[src/rtl/wdt_pkg.sv]
package wdt_pkg;
    // Three taps of the heartbeat synchronizer: two metastability flops
    // plus the previous synchronized sample used for change detection.
    typedef struct packed {
        logic meta;
        logic sync;
        logic prev;
    } hb_sync_t;

    localparam int unsigned DEF_CNT_W    = 8;
    localparam int unsigned DEF_PRESCALE = 16;
endpackage

[src/rtl/wdt_edge_sync.sv]
module wdt_edge_sync
    import wdt_pkg::*;
(
    input  logic clk,
    input  logic rst_n,
    input  logic async_in,
    output logic change_o
);
    hb_sync_t st_d, st_q;

    always_comb begin
        st_d      = st_q;
        st_d.meta = async_in;
        st_d.sync = st_q.meta;
        st_d.prev = st_q.sync;
    end

    always_ff @(posedge clk or negedge rst_n) begin
        if (!rst_n) st_q <= '0;
        else        st_q <= st_d;
    end

    assign change_o = st_q.sync ^ st_q.prev;
endmodule

[src/rtl/wdt_tick_gen.sv]
module wdt_tick_gen #(
    parameter int unsigned PRESCALE = wdt_pkg::DEF_PRESCALE
) (
    input  logic clk,
    input  logic rst_n,
    input  logic clear,
    output logic tick_o
);
    localparam int unsigned PRE_W = (PRESCALE > 1) ? $clog2(PRESCALE) : 1;
    localparam logic [PRE_W-1:0] PRE_LAST = PRE_W'(PRESCALE - 1);

    generate
        if (PRESCALE <= 1) begin : g_direct
            assign tick_o = 1'b1;
        end else begin : g_div
            logic [PRE_W-1:0] pre_d, pre_q;
            logic             wrap;

            assign wrap = (pre_q == PRE_LAST);

            always_comb begin
                pre_d = pre_q;
                if (clear)     pre_d = '0;
                else if (wrap) pre_d = '0;
                else           pre_d = pre_q + 1'b1;
            end

            always_ff @(posedge clk or negedge rst_n) begin
                if (!rst_n) pre_q <= '0;
                else        pre_q <= pre_d;
            end

            assign tick_o = wrap;
        end
    endgenerate
endmodule

[src/rtl/wdt_timeout_core.sv]
module wdt_timeout_core #(
    parameter int unsigned CNT_W = wdt_pkg::DEF_CNT_W
) (
    input  logic             clk,
    input  logic             rst_n,
    input  logic             kick,
    input  logic             tick,
    input  logic [CNT_W-1:0] period,
    output logic [CNT_W-1:0] cnt_o,
    output logic             fault_n_o
);
    typedef struct packed {
        logic [CNT_W-1:0] cnt;
        logic             flt_n;
    } core_st_t;

    core_st_t st_d, st_q;
    logic     expired;

    // Count at or beyond the period: stop counting, raise the fault.
    assign expired = (st_q.cnt >= period);

    always_comb begin
        st_d = st_q;
        if (kick) begin
            // A kick beats a simultaneous timeout.
            st_d.cnt   = '0;
            st_d.flt_n = 1'b1;
        end else begin
            if (tick && !expired) st_d.cnt = st_q.cnt + 1'b1;
            if (expired)          st_d.flt_n = 1'b0;
        end
    end

    always_ff @(posedge clk or negedge rst_n) begin
        if (!rst_n) begin
            st_q.cnt   <= '0;
            st_q.flt_n <= 1'b1;
        end else begin
            st_q <= st_d;
        end
    end

    assign cnt_o     = st_q.cnt;
    assign fault_n_o = st_q.flt_n;
endmodule

[src/rtl/edge_wdt.sv]
module edge_wdt #(
    parameter int unsigned CNT_W    = wdt_pkg::DEF_CNT_W,
    parameter int unsigned PRESCALE = wdt_pkg::DEF_PRESCALE
) (
    input  logic             clk,
    input  logic             rst_n,
    input  logic             hb_in,
    input  logic [CNT_W-1:0] period,
    output logic             wdt_n
);
    logic             kick;
    logic             tick;
    logic [CNT_W-1:0] cnt_val;

    wdt_edge_sync u_sync (
        .clk      (clk),
        .rst_n    (rst_n),
        .async_in (hb_in),
        .change_o (kick)
    );

    wdt_tick_gen #(.PRESCALE(PRESCALE)) u_tick (
        .clk    (clk),
        .rst_n  (rst_n),
        .clear  (kick),
        .tick_o (tick)
    );

    wdt_timeout_core #(.CNT_W(CNT_W)) u_core (
        .clk       (clk),
        .rst_n     (rst_n),
        .kick      (kick),
        .tick      (tick),
        .period    (period),
        .cnt_o     (cnt_val),
        .fault_n_o (wdt_n)
    );
endmodule

[config.mk]
export PLATFORM = sky130hd
export DESIGN_NAME = edge_wdt
export DESIGN_NICKNAME = d
export VERILOG_FILES = /design/src/rtl/wdt_pkg.sv /design/src/rtl/wdt_edge_sync.sv /design/src/rtl/wdt_tick_gen.sv /design/src/rtl/wdt_timeout_core.sv /design/src/rtl/edge_wdt.sv
export SDC_FILE = /design/constraint.sdc
export NUM_CORES = 1
export LEC_CHECK = 0
export ABC_AREA = 1
export BUFFER_PORTS_ARGS = -buffer_cell sky130_fd_sc_hd__buf_2
export CAP_MARGIN = 20
export CELL_PAD_IN_SITES_DETAIL_PLACEMENT = 0
export CELL_PAD_IN_SITES_GLOBAL_PLACEMENT = 1
export CORE_MARGIN = 2
export CORE_UTILIZATION = 40
export CTS_CLUSTER_SIZE = 28
export DETAILED_ROUTE_END_ITERATION = 10
export PLACE_DENSITY = 0.85
export SYNTH_ARGS = -nofsm -noshare
export SYNTH_HDL_FRONTEND = slang
export SYNTH_HIERARCHICAL = 1
export SYNTH_SLANG_ARGS = --single-unit
[constraint.sdc]
create_clock -name clk -period 2.5 [get_ports clk]
set_input_delay 0.125 -clock clk [delete_from_list [all_inputs] [get_ports clk]]
set_output_delay 0.125 -clock clk [all_outputs]
set_load 0.1 [all_outputs]
## Word level (Yosys, flattened, before mapping)

Index checks and enable logic that the tools add are counted.

- Divide/modulo/power cells: 0
- $add $sub $neg: 2
- Bitwise operators: 1
- Equality and inequality tests: 1
- Shift-type cells: 0
- Reduce and logical (&&, ||, !) cells: 4
- Magnitude comparators: 1
- Muxes and demuxes: 5
- Multipliers: 0

Operator list:

| kind | number |
|---|---|
| 9-bit two-way mux | 1 |
| 8-bit by 1-bit adder with 8-bit output (second input constant) | 1 |
| 8-bit greater-or-equal comparator | 1 |
| 4-bit two-way mux | 2 |
| 8-bit two-way mux | 1 |
| 4-bit by 1-bit adder with 4-bit output (second input constant) | 1 |
| 4-bit == test (second input constant) | 1 |
| 2-bit nonzero test | 2 |
| 1-bit logical AND | 1 |
| 1-bit logical NOT | 1 |
| 1-bit two-way mux | 1 |
| 1-bit XOR | 1 |

- Latch bits: 0
- Register bits after elaboration: 16
- Memories kept: 0
- Output and inout bits: 1
- Logic and storage cells: 20
- RAM bits: 0
- Bits in read-only memories: 0

## Depth between registers and ports, before layout

Gate-level depths: netlist of run 1.

- Depth after elaboration: 5
- Gate-level depth with buffers: 12

## Hierarchy

Netlist of run 1, hierarchy kept.

Modules (own cells, without submodules):

| module | area each (um^2) | seq. area each (um^2) | cells each | instances |
|---|---|---|---|---|
| wdt_timeout_core | 754.5 | 226.5 | 104 | 1 |
| wdt_tick_gen | 188.9 | 100.1 | 22 | 1 |
| wdt_edge_sync | 93.8 | 75.1 | 8 | 1 |

## Worst setup path after synthesis of run 1

No wires, ideal clock.

- Path type: register to register
- From: reg u_core.st_q, in the netlist u_core/cnt_o[5]
- To: reg u_core.st_q, in the netlist u_core/cnt_o[3]
- Data required time: 2.383 ns
- Buffers on the path: 0
- Path slack: 1.051 ns
- Setup time: 0.117 ns
- Period minus slack after synthesis: 1.449 ns
- Data arrival time: 1.332 ns
- Cell stages (with the launch flop): 9
- Path through: dfrtp_1 -> ha_1 -> nand2_1 -> a21oi_1 -> nor2_4 -> nand4_4 -> nand2_4 -> nand2_1 -> nand2_1

- Longest elaborated chain between the ends: 4

Ends and longest elaborated chain:

| element | RTL line | source |
|---|---|---|
| from (decl) | wdt_timeout_core.sv:17 | `core_st_t st_d, st_q;` |
| from (signal assigned) | wdt_timeout_core.sv:40 | `st_q <= st_d;` |
| 8-bit greater-or-equal comparator | wdt_timeout_core.sv:21 | `assign expired = (st_q.cnt >= period);` |
| 1-bit logical NOT | wdt_timeout_core.sv:30 | `if (tick && !expired) st_d.cnt = st_q.cnt + 1'b1;` |
| 1-bit logical AND | wdt_timeout_core.sv:30 |  |
| 2-bit nonzero test (no line) | - |  |

No other way between the ends.
A chain may end at the register's enable or synchronous reset.

## Worst setup path after layout of run 1

- From: reg u_core.st_q, in the netlist u_core/cnt_o[5]
- To: reg u_core.st_q, in the netlist u_core/cnt_o[6]

- Longest elaborated chain between the ends: 4
- Elaborated cells on any way between the ends: 7

Ends and longest elaborated chain:

| element | RTL line |
|---|---|
| 8-bit greater-or-equal comparator | wdt_timeout_core.sv:21 |
| 1-bit logical NOT | wdt_timeout_core.sv:30 |
| 1-bit logical AND | wdt_timeout_core.sv:30 |
| 2-bit nonzero test (no line) | - |

Several ways; a longest one is shown, not always the timed one. The select of a mux whose other input is x is not followed.

==> impl_metrics.tcl, run 1 <==
set metrics [dict create \
    clk_latency_ns 0.29 \
    syn_to_final_growth_pct 13.4 \
    finalHoldViolCount 0 \
    rrSetupSlack_ns 0.87 \
    die_w_microns 54.9 \
    worstPathMaxFanout 9 \
    io_pins 12 \
    syn-num-nets 155 \
    synth_area_leader_cell "dfrtp_1" \
    overflow 0 \
    core_sq_um 2480 \
    critPathKind "reg -> reg" \
    cts_tree "done" \
    yosys.area_share.adder_pct 12.1 \
    timing.hold.ws_ns 0.272 \
    drive_above_1_share_pct 16.8 \
    synth_area_sq_um 1040 \
    ys_seq_area_share_pct 38.7 \
    synth_xor_xnor_area_share_pct 1.69 \
    fmax_ghz 0.614 \
    synth-async-reset-ratio_pct 100 \
    antenna_found_initial 0 \
    cts_num_sinks 16 \
    fin_crit_ns 1.63 \
    final_util_pct 47.5 \
    cp_data_required_time_ns 2.68 \
    drv_cap 0 \
    clock_path_buffers 2 \
    pwr_density_cell_nw_per_um2 506 \
    gr-usage-all-layers_pct 16.0 \
    die_y_microns 54.9 \
    status "finished, final reports clean" \
    cts_resized 0 \
    cts_hold_buf 2 \
    synth_area_leaders "dfrtp_1 36%, nand2_1 13%, ha_1 12%, inv_1 8.0%, nand3_1 6.3%" \
    dieArea_sq_um 3020 \
    ys_ff_latch 16 \
    io_buffers 11 \
    synth_top_family_by_area "simple AND/OR/NAND/NOR gates" \
    setup_violations 0 \
    critPathArrivalTime_ns 1.81 \
    via_per_inst 4.99 \
    yosysWarnings 6 \
    worst_clock_skew_ns 0.0101 \
    end_kind "flop" \
    fp-row-count 18 \
    ant_nets 0 \
    hp-class "in -> async" \
    grt_pass1_wl_microns 3350 \
    leakage_uw 0.000666 \
    cp-start-kind "flop" \
    synthFlopType "dfrtp_1" \
    syn_avg_cell_area_sq_um 7.74 \
    muxShareOfSynthArea_pct 0 \
    clk_pin_slew_ns 0.10 \
    htree_num_levels 1 \
    period_share_pct 65.1 \
    cts_setup_buffers 0 \
    drt-initial-drc-count 12 \
    tns_ns 0 \
    cts-buffers-inserted 3 \
    maxSlewHeadroom_pct 68.1 \
    worst_pin_slew_ns 0.482 \
    stdcell_area_sq_um 1180 \
    grt_pass1_vias 802 \
    gp_congestion 0.817 \
    synth_cell_types 21 \
    root_buffer "clkbuf_4" \
    slew_viol_final 0 \
    synth_top_area_share_pct 36.2 \
    grt_max_degree 17 \
    start_util_pct 41.9 \
    vdd_drop_max_mv 0.354 \
    diodes 0 \
    dpl_cell_area_sq_um 1120 \
    rsz0062_at_grt "no" \
    final_net_count 171 \
    synth_compound_area_share_pct 3.14 \
    post-dp-hpwl_microns 1520 \
    yosys.area_share.simple_pct 35.1 \
    firstDrtPassIters 4 \
    wl_microns 2000 \
    synth_cells 134 \
    wl_per_cell_microns 11.2 \
    synth-edff-count 0 \
    drc 0 \
    vias 893 \
]
final timing paths:
check,start,endpoint,depth (start not counted)
worst max-delay path,u_core/cnt_o[5],u_core/cnt_o[6],8
worst min-delay path,rst_n,u_core/cnt_o[4],2
worst max register to register,u_core/cnt_o[5],u_core/cnt_o[6],8
worst min register to register,u_sync/st_d[1],u_sync/st_d[0],0
max in group asynchronous,rst_n,u_core/fault_n_o,2
min in group clk,u_sync/st_d[1],u_sync/st_d[0],0
where the power goes:
group | total, uW | internal, uW | switching [uW]
registers | 305 | 281 | 24.2
clock network | 172 | 88.6 | 83.8
logic | 118 | 48.0 | 70.0
total | 596 | 418 | 178
per-layer routing:
metal / share of wire, % / up-vias / GRT usage [%]
met5: 0 / - / 0
li1: - / 452 / -
met1: 47 / 430 / 20.3
met2: 49 / 9 / 25.4
met3: 2.5 / 2 / 3.23
met4: 0.65 / 0 / 8.94
sequential cells by signal, indices dropped and copies added, names as in the netlist:
name and flops:
u_core/fault_n_o 1, u_tick/g_div.pre_q 4, u_core/cnt_o 8, u_sync/st_q 1
u_sync/st_d 2
cells in the mapped netlist (2+ instances only):
cell type	n
a21oi_1	4
buf_2	2
dfrtp_1	15
ha_1	10
inv_1	22
nand2_1	37
nand2_2	2
nand3_1	13
nand4_1	3
nor2_1	12
nor2_2	2
nor3b_1	2
xnor2_1	2
placed cells by master, fill, tap and decap left out, types with 2 or more instances in the layout:
| cell type | count |
|---|---|
| dfrtp_1 | 15 |
| nor2_1 | 12 |
| xnor2_1 | 2 |
| nand2_1 | 37 |
| nand4_1 | 3 |
| clkbuf_4 | 3 |
| buf_2 | 11 |
| nor2_2 | 2 |
| inv_1 | 22 |
| nand3_1 | 13 |
| ha_1 | 10 |
| a21oi_1 | 4 |
| dlygate4sd3_1 | 2 |
| nand2_2 | 2 |
| nor3b_1 | 2 |
final cells by class:
class,instances,area [sq um]
multi-input cells,93,539
clock buffers,4,36.3
fillers,257,1300
repair buffers,13,75.1
flip-flops and latches,16,402
well taps,30,37.5
inverters,23,86.3
cells by family after synthesis:
| kind of cell | after synthesis |
|---|---|
| XOR/XNOR | 2 |
| flip-flops | 16 |
| adder cells (fa/ha/maj) | 10 |
| AND/OR/NAND/NOR | 75 |
| buffers and inverters | 25 |
| AO/OA/AOI/OAI | 6 |
through the flow:
step | setup slack (ns) | total power (uW) | instances
2_1_floorplan | 1.05 | 391 | 134
3_3_place_gp | 0.903 | 422 | 173
3_5_place_dp | 0.873 | 428 | 173
4_1_cts | 0.870 | 608 | 179
5_1_grt | 0.681 | 647 | 179
6_report | 0.872 | 596 | 179
worst max-delay path, cell delays in order, from the launching register on:
cell and delay (ns):
dfrtp_1 0.45, ha_1 0.33, nand2_1 0.05, a21oi_1 0.23, nor2_4 0.07, nand4_4 0.17
nand2_4 0.10, nand2_1 0.08, nand2_1 0.05
(Power assumes the default switching activity.)
==> inputs of run 2 (changes only) <==
Settings changed: CORE_UTILIZATION 40 to 37, PLACE_DENSITY 0.85 to 0.83.
Clock period 2.5 ns to 1.4 ns, I/O delays scaled along.
==> impl_metrics.tcl, run 2 (synthesis gave the netlist of run 1 again) <==
set metrics [dict create \
    status "finished, violations left" \
    violations "negative setup slack" \
    cp_data_required_time_ns 1.58 \
    cts-buffers-inserted 3 \
    cp-start-kind "flop" \
    fp-row-count 19 \
    p_int_uw 800 \
    max_stage_delay_ns 0.42 \
    mostFrequentLayoutCells "29 x nand2_1, 22 x inv_1, 15 x dfrtp_1" \
    grt_pass1_wl_microns 3800 \
    clock_path_buffers 2 \
    fmax_ghz 0.637 \
    grt_pass1_vias 928 \
    gr-usage-all-layers_pct 14.6 \
    stdcell_area_sq_um 1410 \
    antenna_found_initial 0 \
    dpl_cell_area_sq_um 1220 \
    drive_above_1_share_pct 34.1 \
    diodes 0 \
    dieArea_sq_um 3240 \
    drt-initial-drc-count 47 \
    io_buffers 11 \
    vdd_drop_max_mv 0.616 \
    fin_crit_ns 1.57 \
    finalHoldViolCount 0 \
    cts_tree "done" \
    syn_to_final_growth_pct 36.3 \
    wl_microns 2280 \
    worst_clock_skew_ns 0.00212 \
    worst_pin_slew_ns 0.482 \
    die_w_microns 56.9 \
    timing.hold.ws_ns 0.213 \
    drv_cap 0 \
    final_net_count 186 \
    core_sq_um 2710 \
    wl_per_cell_microns 11.7 \
    rsz0062_at_grt "yes" \
    crit_top_cell "nand2_4" \
    setup_violations 9 \
    cp_top_family "simple AND/OR/NAND/NOR gates" \
    gp_congestion 0.847 \
    switching_share_pct 30.3 \
    hp-class "in -> async" \
    largest_register_ffs 8 \
    p_clk_share_pct 26.4 \
    root_buffer "clkbuf_4" \
    setup_ws_ns -0.169 \
    cp_cell_sequence "ha_4 -> nand2_4 -> nor2_4 -> nand2_4 -> nand4_4 -> nand2_4 -> nand2_1 -> nand2_1" \
    post-dp-hpwl_microns 1500 \
    slew_viol_final 0 \
    die_y_microns 56.9 \
    worstPathMaxFanout 8 \
    htree_num_levels 1 \
    leakage_uw 0.000772 \
    clk_pin_slew_ns 0.09 \
    end_kind "flop" \
    clk_latency_ns 0.28 \
    power_frac_seq_pct 46.5 \
    overflow 0 \
    tns_ns -1.06 \
    cts_num_sinks 16 \
    vias 971 \
    firstDrtPassIters 4 \
    p_sw_uw 348 \
    critPathSlowestCell "dfrtp_1" \
    final_util_pct 52.2 \
    pwr_density_cell_nw_per_um2 812 \
    critPathArrivalTime_ns 1.75 \
    io_pins 12 \
    maxSlewHeadroom_pct 68.1 \
    period_share_pct 112 \
    ant_nets 0 \
    layout_commonest_cell "nand2_1" \
    critPathKind "reg -> reg" \
    via_per_inst 4.98 \
    finalPower_uw 1150 \
    critPathBufInv 0 \
    start_util_pct 38.3 \
    drc 0 \
    grt_max_degree 17 \
    comb_power_share_pct 27.1 \
]
==> run 2: cell types whose count changed in the layout (fill, tap and decap cells not counted), sizes merged <==
cell and delta:
nand4 +1, buf +14
==> run 2: power groups by stage <==
stage | Sequential [uW] | Combinational (uW) | Clock (uW)
after floorplan | 550 | 152 | 0
after global placement | 535 | 257 | 0
after detailed placement | 537 | 263 | 0
after CTS | 528 | 276 | 313
after global routing | 541 | 354 | 349
final | 534 | 311 | 303
==> run 2: per-layer routing <==
layer | up-vias | routed length, microns | track usage [%]
li1 | 485 | - | -
met5 | - | 0 | 0
met2 | 41 | 1150 | 22.8
met1 | 439 | 988 | 19.1
met4 | 0 | 34 | 8.64
met3 | 6 | 110 | 2.27
==> run 2: timing repair <==
action,4_1_cts,5_1_grt
gates resized for setup,4,13
gates cloned,1,0
setup buffers,0,3
hold buffers,2,0
setup endpoints to repair,8,9
endpoints found under the hold margin,17,0
pin swaps,7,5
==> run 2: worst paths after layout <==
kind                                 start          endpoint  slack [ns]  depth (start not counted)
max in group asynchronous            rst_n  u_core/fault_n_o        0.88                          2
setup reg to reg           u_core/cnt_o[7]   u_core/cnt_o[5]       -0.17                          8
hold reg to reg             u_sync/st_d[1]    u_sync/st_d[0]        0.37                          0
setup / recovery           u_core/cnt_o[7]   u_core/cnt_o[5]       -0.17                          8
hold / removal                       rst_n   u_core/cnt_o[0]        0.21                          2
min in group clk            u_sync/st_d[1]    u_sync/st_d[0]        0.37                          0
==> run 2: metrics by stage <==
step	cells	worst slack, ns
detailed placement	185	-0.147
global route	195	-0.233
floorplan	134	-0.0235
CTS	192	-0.0780
global placement	185	-0.124
finish	195	-0.169
==> run 2: final cells by class <==
| cell class | instances | area (sq um) |
|---|---|---|
| Clock buffer | 4 | 36.3 |
| Fill cell | 247 | 1300 |
| Inverter | 23 | 86.3 |
| Multi-Input combinational cell | 94 | 663 |
| Sequential cell | 16 | 402 |
| Tap cell | 31 | 38.8 |
| Timing Repair Buffer | 27 | 188 |
==> inputs of run 3 (changes only) <==
Settings changed: ABC_AREA 1 to not set, CORE_UTILIZATION 37 to 38, PLACE_DENSITY 0.83 to 0.82, SYNTH_HIERARCHICAL 1 to not set.
==> impl_metrics.tcl, run 3 <==
set metrics [dict create \
    status "finished, violations left" \
    violations "negative setup slack" \
    critPathKind "reg -> reg" \
    vdd_drop_max_mv 0.525 \
    die_w_microns 52.9 \
    maxSlewHeadroom_pct 65.4 \
    post-dp-hpwl_microns 1560 \
    clock_path_buffers 2 \
    synth_top_area_share_pct 41.3 \
    ys_seq_area_share_pct 44.2 \
    synth_cells 91 \
    fmax_ghz 0.489 \
    syn_avg_cell_area_sq_um 10.0 \
    diodes 0 \
    synth-edff-count 0 \
    drc 0 \
    rsz0062_at_grt "yes" \
    io_buffers 11 \
    fillers 189 \
    ys_ff_latch 16 \
    critPathArrivalTime_ns 2.21 \
    via_per_inst 5.22 \
    end_kind "flop" \
    firstDrtPassIters 4 \
    cp_data_required_time_ns 1.56 \
    stdcell_area_sq_um 1360 \
    worst_pin_slew_ns 0.515 \
    cts_tree "done" \
    synth_area_leaders "dfrtp_1 41%, ha_1 14%, inv_1 4.1%, a21oi_1 3.9%, nand3_1 3.3%" \
    synthMostInstantiatedCell "dfrtp_1" \
    slew_viol_final 0 \
    final_util_pct 60.7 \
    wl_per_cell_microns 13.8 \
    wl_microns 2230 \
    ant_nets 0 \
    period_share_pct 146 \
    synth_area_sq_um 910 \
    cts-buffers-inserted 3 \
    vias 845 \
    gr-usage-all-layers_pct 18.2 \
    leakage_uw 0.000642 \
    fin_crit_ns 2.05 \
    pwr_density_cell_nw_per_um2 676 \
    die_y_microns 52.9 \
    root_buffer "clkbuf_4" \
    final_cells 162 \
    syn-num-nets 112 \
    final_net_count 156 \
    yosysWarnings 0 \
    grt_pass1_wl_microns 3640 \
    synthFlopType "dfrtp_1" \
    htree_num_levels 1 \
    setup_violations 9 \
    layout_commonest_cell "buf_4" \
    worstPathMaxFanout 5 \
    antenna_found_initial 0 \
    fp-row-count 17 \
    finalHoldViolCount 0 \
    largest_register_ffs 8 \
    setup_ws_ns -0.646 \
    clk_pin_slew_ns 0.10 \
    grt_max_degree 17 \
    gp_congestion 0.761 \
    drive_above_1_share_pct 46.3 \
    synth_cell_types 24 \
    synth-async-reset-ratio_pct 100 \
    worst_clock_skew_ns 0.00764 \
    cts_num_sinks 16 \
    clk_latency_ns 0.28 \
    mostFrequentLayoutCells "24 x buf_4, 15 x dfrtp_1, 11 x buf_2" \
    syn_to_final_growth_pct 49.1 \
    cp-start-kind "flop" \
    start_util_pct 40.7 \
    hp-class "in -> async" \
    place_inst 153 \
    drv_cap 0 \
    timing.hold.ws_ns 0.221 \
    io_pins 12 \
    overflow 0 \
    synth_area_leader_cell "dfrtp_1" \
    drt-initial-drc-count 13 \
    dp_worst_setup_slack_ns -0.638 \
    dpl_cell_area_sq_um 1190 \
    dieArea_sq_um 2800 \
    grt_pass1_vias 883 \
    core_sq_um 2230 \
    synthTopCellsByCount "15 x dfrtp_1, 10 x ha_1, 10 x inv_1" \
]
[run 3: cells by family after synthesis]
group           share of synthesized area [%]
flops                                    44.2
xor+xnor                                 4.82
simple gates                             16.6
compound gates                           16.5
buf+inv                                  4.13
fa+ha+maj                                13.8
[run 3: path summary, 6_finish.rpt]
| path | start | slack (ns) | to | cells past startpoint |
|---|---|---|---|---|
| setup / recovery | u_core.cnt_o[2] | -0.65 | u_core.cnt_o[6] | 7 |
| hold / removal | rst_n | 0.22 | u_sync.st_d[1] | 2 |
| setup reg to reg | u_core.cnt_o[2] | -0.65 | u_core.cnt_o[6] | 7 |
| hold reg to reg | u_sync.st_d[1] | 0.36 | u_sync.st_d[0] | 0 |
| max in group asynchronous | rst_n | 0.87 | u_core.fault_n_o | 2 |
| min in group clk | u_sync.st_d[1] | 0.36 | u_sync.st_d[0] | 0 |
[run 3: where the power goes]
part | leakage, uW | switching [uW] | internal, uW
Clock | 0.0000210 | 140 | 158
Sequential | 0.000211 | 11.0 | 481
Combinational | 0.000410 | 67.8 | 59.3
Total | 0.000642 | 219 | 698
[run 3: routing by layer]
metal	track usage, %	part of all wire, %	vias to the layer above
met2	35.2	55	13
met1	20.9	42	415
met3	2.54	2.2	2
met5	0	0	-
li1	-	-	415
met4	3.85	0.94	0
[run 3: stage by stage]
| step | setup TNS, ns | total power, uW |
|---|---|---|
| detailed placement | -4.84 | 613 |
| global placement | -4.65 | 609 |
| CTS | -4.85 | 928 |
| global route | -5.66 | 975 |
| finish | -4.95 | 917 |
| floorplan | -4.21 | 558 |
[run 3: layout make-up]
type                    instances  area [sq um]  share of cell area (%)
repair buffers                 39           278                    20.5
clock buffers                   4          36.3                    2.68
well taps                      28          35.0                    2.58
flip-flops and latches         16           402                    29.6
inverters                      10          37.5                    2.77
multi-input cells              65           568                    41.9
[run 3: timing repair]
action,CTS,global route
setup endpoints to repair,9,9
hold buffers,2,0
buffers inserted,3,2
gates resized for setup,5,14
pin swaps,5,12
cloned,0,0
hold endpoints to repair,17,0
[run 3: critical path, cell delays in order, from the launching register on]
cell	delay, ns
dfrtp_1	0.41
ha_2	0.18
or4_4	0.52
a21oi_4	0.19
o31ai_4	0.10
buf_6	0.14
o31ai_2	0.31
a21oi_2	0.09
